## src/rtl/flash_perm_pkg.sv

```systemverilog
package flash_perm_pkg;
    typedef enum logic [2:0] {
        OP_READ  = 3'd0,
        OP_PROG  = 3'd1,
        OP_PERA  = 3'd2,
        OP_BERA  = 3'd3
    } op_e;

    typedef struct packed {
        logic rd;
        logic pg;
        logic er;
    } perm_t;

    typedef struct packed {
        logic grant;
        logic deny;
        logic mp_err;
        logic alert;
    } decide_t;
endpackage

```

## src/rtl/flash_win_prio.sv

```systemverilog
module flash_win_prio #(
    parameter int NWIN = 8
) (
    input  logic                 [NWIN-1:0] hit_i,
    input  flash_perm_pkg::perm_t [NWIN-1:0] perm_i,
    input  flash_perm_pkg::perm_t            dflt_i,
    output flash_perm_pkg::perm_t            perm_o
);
    always_comb begin
        perm_o = dflt_i;
        for (int i = NWIN - 1; i >= 0; i--) begin
            if (hit_i[i]) perm_o = perm_i[i];
        end
    end
endmodule

```

## config.mk

```make
export PLATFORM = sky130hd
export DESIGN_NAME = flash_win_prio
export DESIGN_NICKNAME = d
export VERILOG_FILES = /design/src/rtl/flash_perm_pkg.sv /design/src/rtl/flash_win_prio.sv
export SDC_FILE = /design/constraint.sdc
export NUM_CORES = 1
export LEC_CHECK = 0
export BUFFER_PORTS_ARGS = -buffer_cell sky130_fd_sc_hd__clkbuf_2
export CORE_AREA = 2 2 39 41
export DETAILED_ROUTE_END_ITERATION = 7
export DIE_AREA = 0 0 41 43
export GPL_TIMING_DRIVEN = 0
export PLACE_DENSITY_LB_ADDON = 0.15
export SLEW_MARGIN = 5
export SYNTH_ARGS = -nofsm -noshare
export SYNTH_HDL_FRONTEND = slang
export SYNTH_SLANG_ARGS = --single-unit
export TNS_END_PERCENT = 30
```

## constraint.sdc

```tcl
create_clock -name vclk -period 0.8
set_input_delay 0.16 -clock vclk [all_inputs]
set_output_delay 0.16 -clock vclk [all_outputs]
set_load 0.01 [all_outputs]
```

==> flow_metrics.tcl, run 1 <==
set metrics [dict create \
    outcome "complete, but fails checks" \
    violations "negative setup slack" \
    wl_um 893 \
    grt_util_all_layers 0.101 \
    crit_path_start_kind "input pin" \
    power_density_nw_per_um2 489 \
    synthesis.instances 42 \
    ys_types 12 \
    switchingPower_mw 0.112 \
    cts_setup_buffers 0 \
    cp-end-kind "output pin" \
    grt_remaining_overflow 0 \
    worst_setup_path_startpoint "hit_i[7]" \
    layout.area.seq_um2 0 \
    sequential_cell_total 0 \
    drc 0 \
    hold_violations 0 \
    cts_hold_buffers 0 \
    synth.cell_area_um2 256 \
    setup_ws_ps -374 \
    power_leakage_nw 0.269 \
    dp_hpwl_um 794 \
    violation_count_after_the_first_detailed_route_iteration 0 \
    final-setup-viol-count 3 \
    placement_rows 14 \
    globalplace.congestion 0.606 \
    grt_first_pass_wirelength_um 1350 \
    detail-route-antenna-nets 0 \
    nets 117 \
    timing_worst_slew_pin_value_ps 240 \
    power_switching_share 0.448 \
    crit_arrival_ps 1010 \
    portBuffers 38 \
    yosysWarnings 0 \
    grt_setup_unrepaired "true" \
    fin_crit_sh 1.47 \
    critical_path_end "perm_o[0]" \
    cell_internal_pwr_mw 0.138 \
    hold_ws_ps 674 \
    vias_per_cell 4.49 \
    layout-drive-gt1-share 0.613 \
    hold_class "input pin to output pin" \
    setup.worst_path.class "input pin to output pin" \
    detailroute.via_count 431 \
    floorplan.io_pins 38 \
    totalNegativeSetupSlack_ps -1060 \
    first_global_vias 375 \
    final_cell_area_um2 512 \
    power_frac_clock 0 \
    worstPathRequired_ps 640 \
    synth_seq_area_share 0 \
    synthesis.nets 77 \
    peak_clock_frequency_supported_by_timing_mhz 852 \
    diodes 0 \
    final_period_minus_worst_setup_slack_ps 1170 \
    nClkBuffers 0 \
    worst_slew_margin_rel 0.840 \
    die-area_um2 1760 \
    drtPass1Iterations 1 \
    crit_fanout 3 \
    pins_over_their_slew_limit 0 \
    p_seq_frac 0 \
    grt_max_degree 8 \
    detailed_place.area_um2 478 \
    core_area_um2 1380 \
    routedWlPerCell_um 9.30 \
    syn_to_final_growth_pct 99.5 \
    power.combinational.fraction 1.000 \
    post_synth.cell_area_avg_um2 6.11 \
    dieWidth_um 41 \
    grt_antenna_before_repair 0 \
    max_cap_viol_count 0 \
    starting_density_of_the_core 0.185 \
    chipHeight_um 43 \
    vdd_ir_drop_max_v 0.000167 \
]
worst min-delay path by stage:
stage                     startpoint         to  depth (start not counted)
after global placement     perm_i[0]  perm_o[0]                          4
after detailed placement   perm_i[2]  perm_o[2]                          4
after global routing       perm_i[2]  perm_o[2]                          4
after CTS                  perm_i[2]  perm_o[2]                          4
final                      perm_i[0]  perm_o[0]                          4
after floorplan             hit_i[2]  perm_o[0]                          3
routing by layer:
| layer | vias to the layer above | track usage | routed length (um) |
|---|---|---|---|
| met4 | 0 | 0 | 0 |
| met3 | 0 | 0.00524 | 106 |
| li1 | 232 | - | - |
| met5 | - | 0 | 0 |
| met2 | 23 | 0.194 | 452 |
| met1 | 176 | 0.120 | 334 |
cell usage after synthesis:
library cell / number / area (um2)
sky130_fd_sc_hd__a21oi_1: 12 / 60.1
sky130_fd_sc_hd__a221oi_1: 2 / 17.5
sky130_fd_sc_hd__a221oi_2: 1 / 15.0
sky130_fd_sc_hd__inv_1: 5 / 18.8
sky130_fd_sc_hd__mux2i_1: 3 / 30.0
sky130_fd_sc_hd__nor2_1: 1 / 3.75
sky130_fd_sc_hd__nor2_2: 1 / 6.26
sky130_fd_sc_hd__nor2b_1: 4 / 25.0
sky130_fd_sc_hd__nor3_1: 3 / 15.0
sky130_fd_sc_hd__nor3b_1: 5 / 37.5
sky130_fd_sc_hd__o21ai_1: 3 / 15.0
sky130_fd_sc_hd__or2_2: 2 / 12.5
layout make-up:
class | count | area (um2)
repair buffers | 38 | 201
inverters | 5 | 18.8
multi-input cells | 37 | 272
well taps | 16 | 20.0
fillers | 165 | 872
timing repair:
action                                  4_1_cts  5_1_grt
pin swaps                                     3        2
endpoints found under the hold margin         0        0
endpoints found under the setup margin        3        3
resized for setup                             3        6
placed cells by master, fill, tap and decap left out:
cell type                  synthesis  layout
sky130_fd_sc_hd__nor3b_2           0       1
sky130_fd_sc_hd__nor3b_1           5       4
sky130_fd_sc_hd__nor3_2            0       1
sky130_fd_sc_hd__inv_1             5       5
sky130_fd_sc_hd__or2_2             2       2
sky130_fd_sc_hd__buf_4             0       1
sky130_fd_sc_hd__nor3_1            3       2
sky130_fd_sc_hd__a21oi_1          12       9
sky130_fd_sc_hd__o21ai_1           3       3
sky130_fd_sc_hd__mux2i_1           3       3
sky130_fd_sc_hd__buf_2             0       2
sky130_fd_sc_hd__a21oi_2           0       3
sky130_fd_sc_hd__nor2_1            1       1
sky130_fd_sc_hd__clkbuf_8          0       1
sky130_fd_sc_hd__clkbuf_2          0      34
sky130_fd_sc_hd__nor2b_1           4       4
sky130_fd_sc_hd__nor2_2            1       1
sky130_fd_sc_hd__a221oi_2          1       3
power groups by stage:
stage / Clock, mW / Combinational, mW / Sequential (mW)
2_1_floorplan: 0 / 0.105 / 0
3_3_place_gp: 0 / 0.233 / 0
3_5_place_dp: 0 / 0.234 / 0
4_1_cts: 0 / 0.245 / 0
5_1_grt: 0 / 0.279 / 0
6_report: 0 / 0.250 / 0
critical path, cell delays in order:
cell and delay [ps]:
sky130_fd_sc_hd__clkbuf_8 120, sky130_fd_sc_hd__mux2i_1 130, sky130_fd_sc_hd__a221oi_2 240, sky130_fd_sc_hd__o21ai_1 120, sky130_fd_sc_hd__a21oi_2 110, sky130_fd_sc_hd__buf_2 130
metrics by stage:
stage | setup slack (ps) | utilization | instances | power [mW]
floorplan | -123 | - | 42 | 0.105
global placement | -441 | 0.345 | 96 | 0.233
detailed placement | -450 | 0.345 | 96 | 0.234
CTS | -387 | 0.358 | 96 | 0.245
global route | -433 | 0.370 | 96 | 0.279
finish | -374 | 0.370 | 96 | 0.250
cell families (layout without fill, tap and decap cells):
kind of cell | Yosys count | after routing | share of synthesized area
compound gates | 18 | 18 | 0.419
simple gates | 16 | 16 | 0.390
mux | 3 | 3 | 0.117
buf+inv | 5 | 43 | 0.0732
(Power assumes the default switching activity.)
==> inputs of run 2 (changes only) <==
--- a/config.mk
+++ b/config.mk
@@ -7,9 +7,10 @@
 export LEC_CHECK = 0
 export BUFFER_PORTS_ARGS = -buffer_cell sky130_fd_sc_hd__clkbuf_2
-export CORE_AREA = 2 2 39 41
+export CORE_AREA = 10 10 47 49
 export DETAILED_ROUTE_END_ITERATION = 7
-export DIE_AREA = 0 0 41 43
+export DIE_AREA = 0 0 57 59
 export GPL_TIMING_DRIVEN = 0
 export PLACE_DENSITY_LB_ADDON = 0.15
+export SKIP_LAST_GASP = 1
 export SLEW_MARGIN = 5
 export SYNTH_ARGS = -nofsm -noshare
==> constraint.sdc (replaced) <==
create_clock -name vclk -period 0.8
set_input_delay 0.16 -clock vclk [all_inputs]
set_output_delay 0.16 -clock vclk [all_outputs]
set_load 0.005 [all_outputs]
==> run 2 against run 1 <==
Against the previous run:
- the flow still finishes with violations (negative setup slack)
- global-route usage is 3.8 points lower
- final cell count stayed put
- largest power group unchanged
- critical endpoint unchanged
- design area is 3.2% lower
- power is 5.8% lower
- worst hold slack worse by 2.9 ps
- count of clock-buffer cells in the layout stayed put
- largest cell class unchanged
==> flow_metrics.tcl, run 2 (synthesized netlist as in run 1, its figures left out) <==
set metrics [dict create \
    outcome "complete, but fails checks" \
    violations "negative setup slack" \
    floorplan.io_pins 38 \
    grt_setup_unrepaired "true" \
    power_frac_clock 0 \
    core_area_um2 1400 \
    power_total_mw 0.236 \
    fin_crit_sh 1.43 \
    wl_um 1170 \
    max_cap_viol_count 0 \
    cell_internal_pwr_mw 0.136 \
    path_cells "buf_8 > mux2i_2 > a221oi_2 > o21ai_1 > a21oi_1 > buf_2" \
    drt-met1-wl_um 452 \
    timing_worst_slew_pin_value_ps 246 \
    num-fill-cells 174 \
    portBuffers 38 \
    worst_slew_margin_rel 0.836 \
    mostFrequentLayoutCells "sky130_fd_sc_hd__clkbuf_2 (35), sky130_fd_sc_hd__a21oi_1 (12), sky130_fd_sc_hd__inv_1 (5), sky130_fd_sc_hd__nor3b_1 (5), sky130_fd_sc_hd__nor2b_1 (4)" \
    crit_fanout 3 \
    syn_to_final_growth_pct 93.2 \
    final_core_util 0.354 \
    area_occupied_by_multi_input_gates_um2 254 \
    place_inst 96 \
    grt_util_all_layers 0.0634 \
    violation_count_after_the_first_detailed_route_iteration 5 \
    die-area_um2 3360 \
    cp-end-kind "output pin" \
    detailed_place.area_um2 467 \
    nets 117 \
    routedWlPerCell_um 12.1 \
    first_global_vias 457 \
    grt_antenna_before_repair 0 \
    setup_ws_ps -347 \
    peak_clock_frequency_supported_by_timing_mhz 872 \
    detailroute.via_count 433 \
    dp_hpwl_um 1080 \
    diodes 0 \
    setup.worst_path.class "input pin to output pin" \
    power_switching_share 0.425 \
    met2RoutedLength_um 627 \
    pins_over_their_slew_limit 0 \
    placement_rows 14 \
    detail-route-antenna-nets 0 \
    final_cell_area_um2 495 \
    crit_arrival_ps 990 \
    layout.area.seq_um2 0 \
    grt_max_degree 8 \
    power_density_nw_per_um2 476 \
    drtPass1Iterations 4 \
    vdd_ir_drop_max_v 0.000163 \
    sequential_cell_total 0 \
    cpMaxStageDelayCell "sky130_fd_sc_hd__a221oi_2" \
    grt_first_pass_wirelength_um 1880 \
    hold_class "input pin to output pin" \
    power_leakage_nw 0.265 \
    worstPathRequired_ps 640 \
    totalNegativeSetupSlack_ps -1010 \
    cts_hold_buffers 0 \
    hold_violations 0 \
    nClkBuffers 0 \
    wl_met3_um 85 \
    chipHeight_um 59 \
    vias_per_cell 4.51 \
    starting_density_of_the_core 0.183 \
    switchingPower_mw 0.100 \
    drc 0 \
    route.top_layer_used "met3" \
    layout-drive-gt1-share 0.563 \
    globalplace.congestion 0.628 \
    final_period_minus_worst_setup_slack_ps 1150 \
    final_cell_count_no_fill 96 \
    grt_remaining_overflow 0 \
    final-setup-viol-count 3 \
    hold_ws_ps 672 \
    p_seq_frac 0 \
    dp_slack_ps -451 \
    final_common_cell "sky130_fd_sc_hd__clkbuf_2" \
    cts_setup_buffers 0 \
    critical-path-max-stage-delay_ps 220 \
    dieWidth_um 57 \
    crit_path_start_kind "input pin" \
    power.combinational.fraction 1.000 \
]
run 2: final cells by class:
class              instances  area share
inverters                  5      0.0379
multi-input cells         37       0.513
well taps                 16      0.0404
repair buffers            38       0.409
run 2: per-layer routing:
layer | vias up | global-route usage
met5 | - | 0
met2 | 16 | 0.121
met1 | 182 | 0.0708
met3 | 0 | 0.0193
met4 | 0 | 0
li1 | 235 | -
run 2: what timing repair did:
action / 4_1_cts / 5_1_grt
setup endpoints to repair: 3 / 3
resized for setup: 3 / 7
pin swaps: 1 / 3
run 2: final timing paths:
path                  depth (start not counted)         to      start
worst max-delay path                          6  perm_o[0]   hit_i[7]
worst min-delay path                          4  perm_o[0]  perm_i[0]
run 2: power by group through the flow:
stage          combinational (mW)  clock (mW)  sequential [mW]
2_1_floorplan              0.0902           0                0
3_3_place_gp                0.219           0                0
3_5_place_dp                0.221           0                0
4_1_cts                     0.232           0                0
5_1_grt                     0.266           0                0
6_report                    0.236           0                0
run 2: worst max-delay path, delay by kind of cell:
kind | cells | cell delay [ps]
AOI/OAI and AO/OA | 3 | 460
buffers and inverters | 2 | 230
muxes | 1 | 140
==> inputs of run 3 (changes only) <==
- CELL_PAD_IN_SITES_DETAIL_PLACEMENT: default -> 1
- CELL_PAD_IN_SITES_GLOBAL_PLACEMENT: default -> 1
- CORE_AREA: 10 10 47 49 -> default
- CORE_MARGIN: default -> 10
- CORE_UTILIZATION: default -> 16
- DIE_AREA: 0 0 57 59 -> default
- clock period: 0.8 -> 0.9 ns (I/O delays scaled with it)
==> run 3 against run 2 <==
Against the previous run:
- the run still ends with negative setup slack left
- highest routed layer unchanged
- die area rose by 7.2%
- critical path type unchanged
- critical path depth is the same
- global-route usage increased by 0.19 points
- sequential share of layout area is the same
- largest power group unchanged
- sequential cell count unchanged
==> flow_metrics.tcl, run 3 (synthesized netlist as in run 1, its figures left out) <==
set metrics [dict create \
    die-area_um2 3600 \
    globalplace.congestion 0.699 \
    final_core_util 0.335 \
    final_common_cell "sky130_fd_sc_hd__clkbuf_2" \
    starting_density_of_the_core 0.170 \
    crit_fanout 3 \
    grt_util_all_layers 0.0653 \
    final-setup-viol-count 3 \
    setup_ws_ps -351 \
    fin_crit_sh 1.39 \
    timing_worst_slew_pin_value_ps 192 \
    grt_max_degree 8 \
    core_area_um2 1510 \
    sequential_cell_total 0 \
    nClkBuffers 0 \
    drtPass1Iterations 2 \
    place_inst 96 \
    detailroute.via_count 448 \
    nets 117 \
    pins_over_their_slew_limit 0 \
    first_global_vias 474 \
    grt_first_pass_wirelength_um 1990 \
    grt_remaining_overflow 0 \
    routedWlPerCell_um 13.4 \
    syn_to_final_growth_pct 96.6 \
    vdd_ir_drop_max_v 0.000117 \
    power_leakage_nw 0.266 \
    hold_violations 0 \
    final_period_minus_worst_setup_slack_ps 1250 \
    worst_setup_path_startpoint "hit_i[7]" \
    violations "negative setup slack" \
    floorplan.io_pins 38 \
    grt_antenna_before_repair 0 \
    layout-drive-gt1-share 0.563 \
    mostFrequentLayoutCells "sky130_fd_sc_hd__clkbuf_2 (35), sky130_fd_sc_hd__a21oi_1 (12), sky130_fd_sc_hd__inv_1 (5), sky130_fd_sc_hd__nor3b_1 (5), sky130_fd_sc_hd__nor2b_1 (4)" \
    diodes 0 \
    portBuffers 38 \
    drc 0 \
    violation_count_after_the_first_detailed_route_iteration 3 \
    outcome "complete, but fails checks" \
    power_total_mw 0.216 \
    crit_arrival_ps 1070 \
    vias_per_cell 4.67 \
    hold_class "input pin to output pin" \
    cp-end-kind "output pin" \
    detail-route-antenna-nets 0 \
    power_density_nw_per_um2 428 \
    chipHeight_um 60.0 \
    totalNegativeSetupSlack_ps -937 \
    dp_hpwl_um 1230 \
    placement_rows 14 \
    setup.worst_path.class "input pin to output pin" \
    num-fill-cells 212 \
    cts_setup_buffers 0 \
    max_cap_viol_count 0 \
    grt_setup_unrepaired "true" \
    final_cell_count_no_fill 96 \
    cts_hold_buffers 0 \
    peak_clock_frequency_supported_by_timing_mhz 799 \
    layout.area.seq_um2 0 \
    number_of_cells_traversed_by_the_worst_hold_path 4 \
    wl_um 1290 \
    startpoint_of_the_most_critical_hold_path "perm_i[1]" \
    hold_ws_ps 711 \
    crit_path_start_kind "input pin" \
    worstPathRequired_ps 720 \
    dieWidth_um 60.0 \
    worst_slew_margin_rel 0.869 \
]
run 3: worst paths after layout:
| kind | to |
|---|---|
| max | perm_o[2] |
| min | perm_o[1] |
run 3: power breakdown:
part	internal [mW]	leakage (nW)	total, mW	switching [mW]
Clock	0	0	0	0
Combinational	0.123	0.266	0.216	0.0924
Sequential	0	0	0	0
run 3: layout make-up:
cell class / count / area (um2) / share of cell area
well taps: 16 / 20.0 / 0.0397
inverters: 5 / 18.8 / 0.0372
multi-input cells: 37 / 263 / 0.521
repair buffers: 38 / 203 / 0.402
run 3: per-layer routing:
metal  up-vias  wire, um  global-route usage
met5         -         0                   0
met2        19       665               0.121
met4         0         0                   0
met3         0       155              0.0297
met1       195       468              0.0697
li1        234         -                   -
run 3: per-stage QoR:
stage / cell area (um2) / setup slack, ps
4_1_cts: 475 / -365
5_1_grt: 504 / -457
3_5_place_dp: 467 / -383
6_report: 504 / -351
3_3_place_gp: 467 / -396
2_1_floorplan: 256 / -10.2
run 3: repair_timing:
action	CTS	global route
endpoints found under the setup margin	3	3
cloned	0	0
gates resized for setup	2	8
pin swaps	0	3
run 3: critical path, stage by stage:
cell,delay [ps]
sky130_fd_sc_hd__buf_8,110
sky130_fd_sc_hd__mux2i_4,170
sky130_fd_sc_hd__a221oi_2,220
sky130_fd_sc_hd__o21ai_1,100
sky130_fd_sc_hd__a21oi_1,150
sky130_fd_sc_hd__buf_2,130
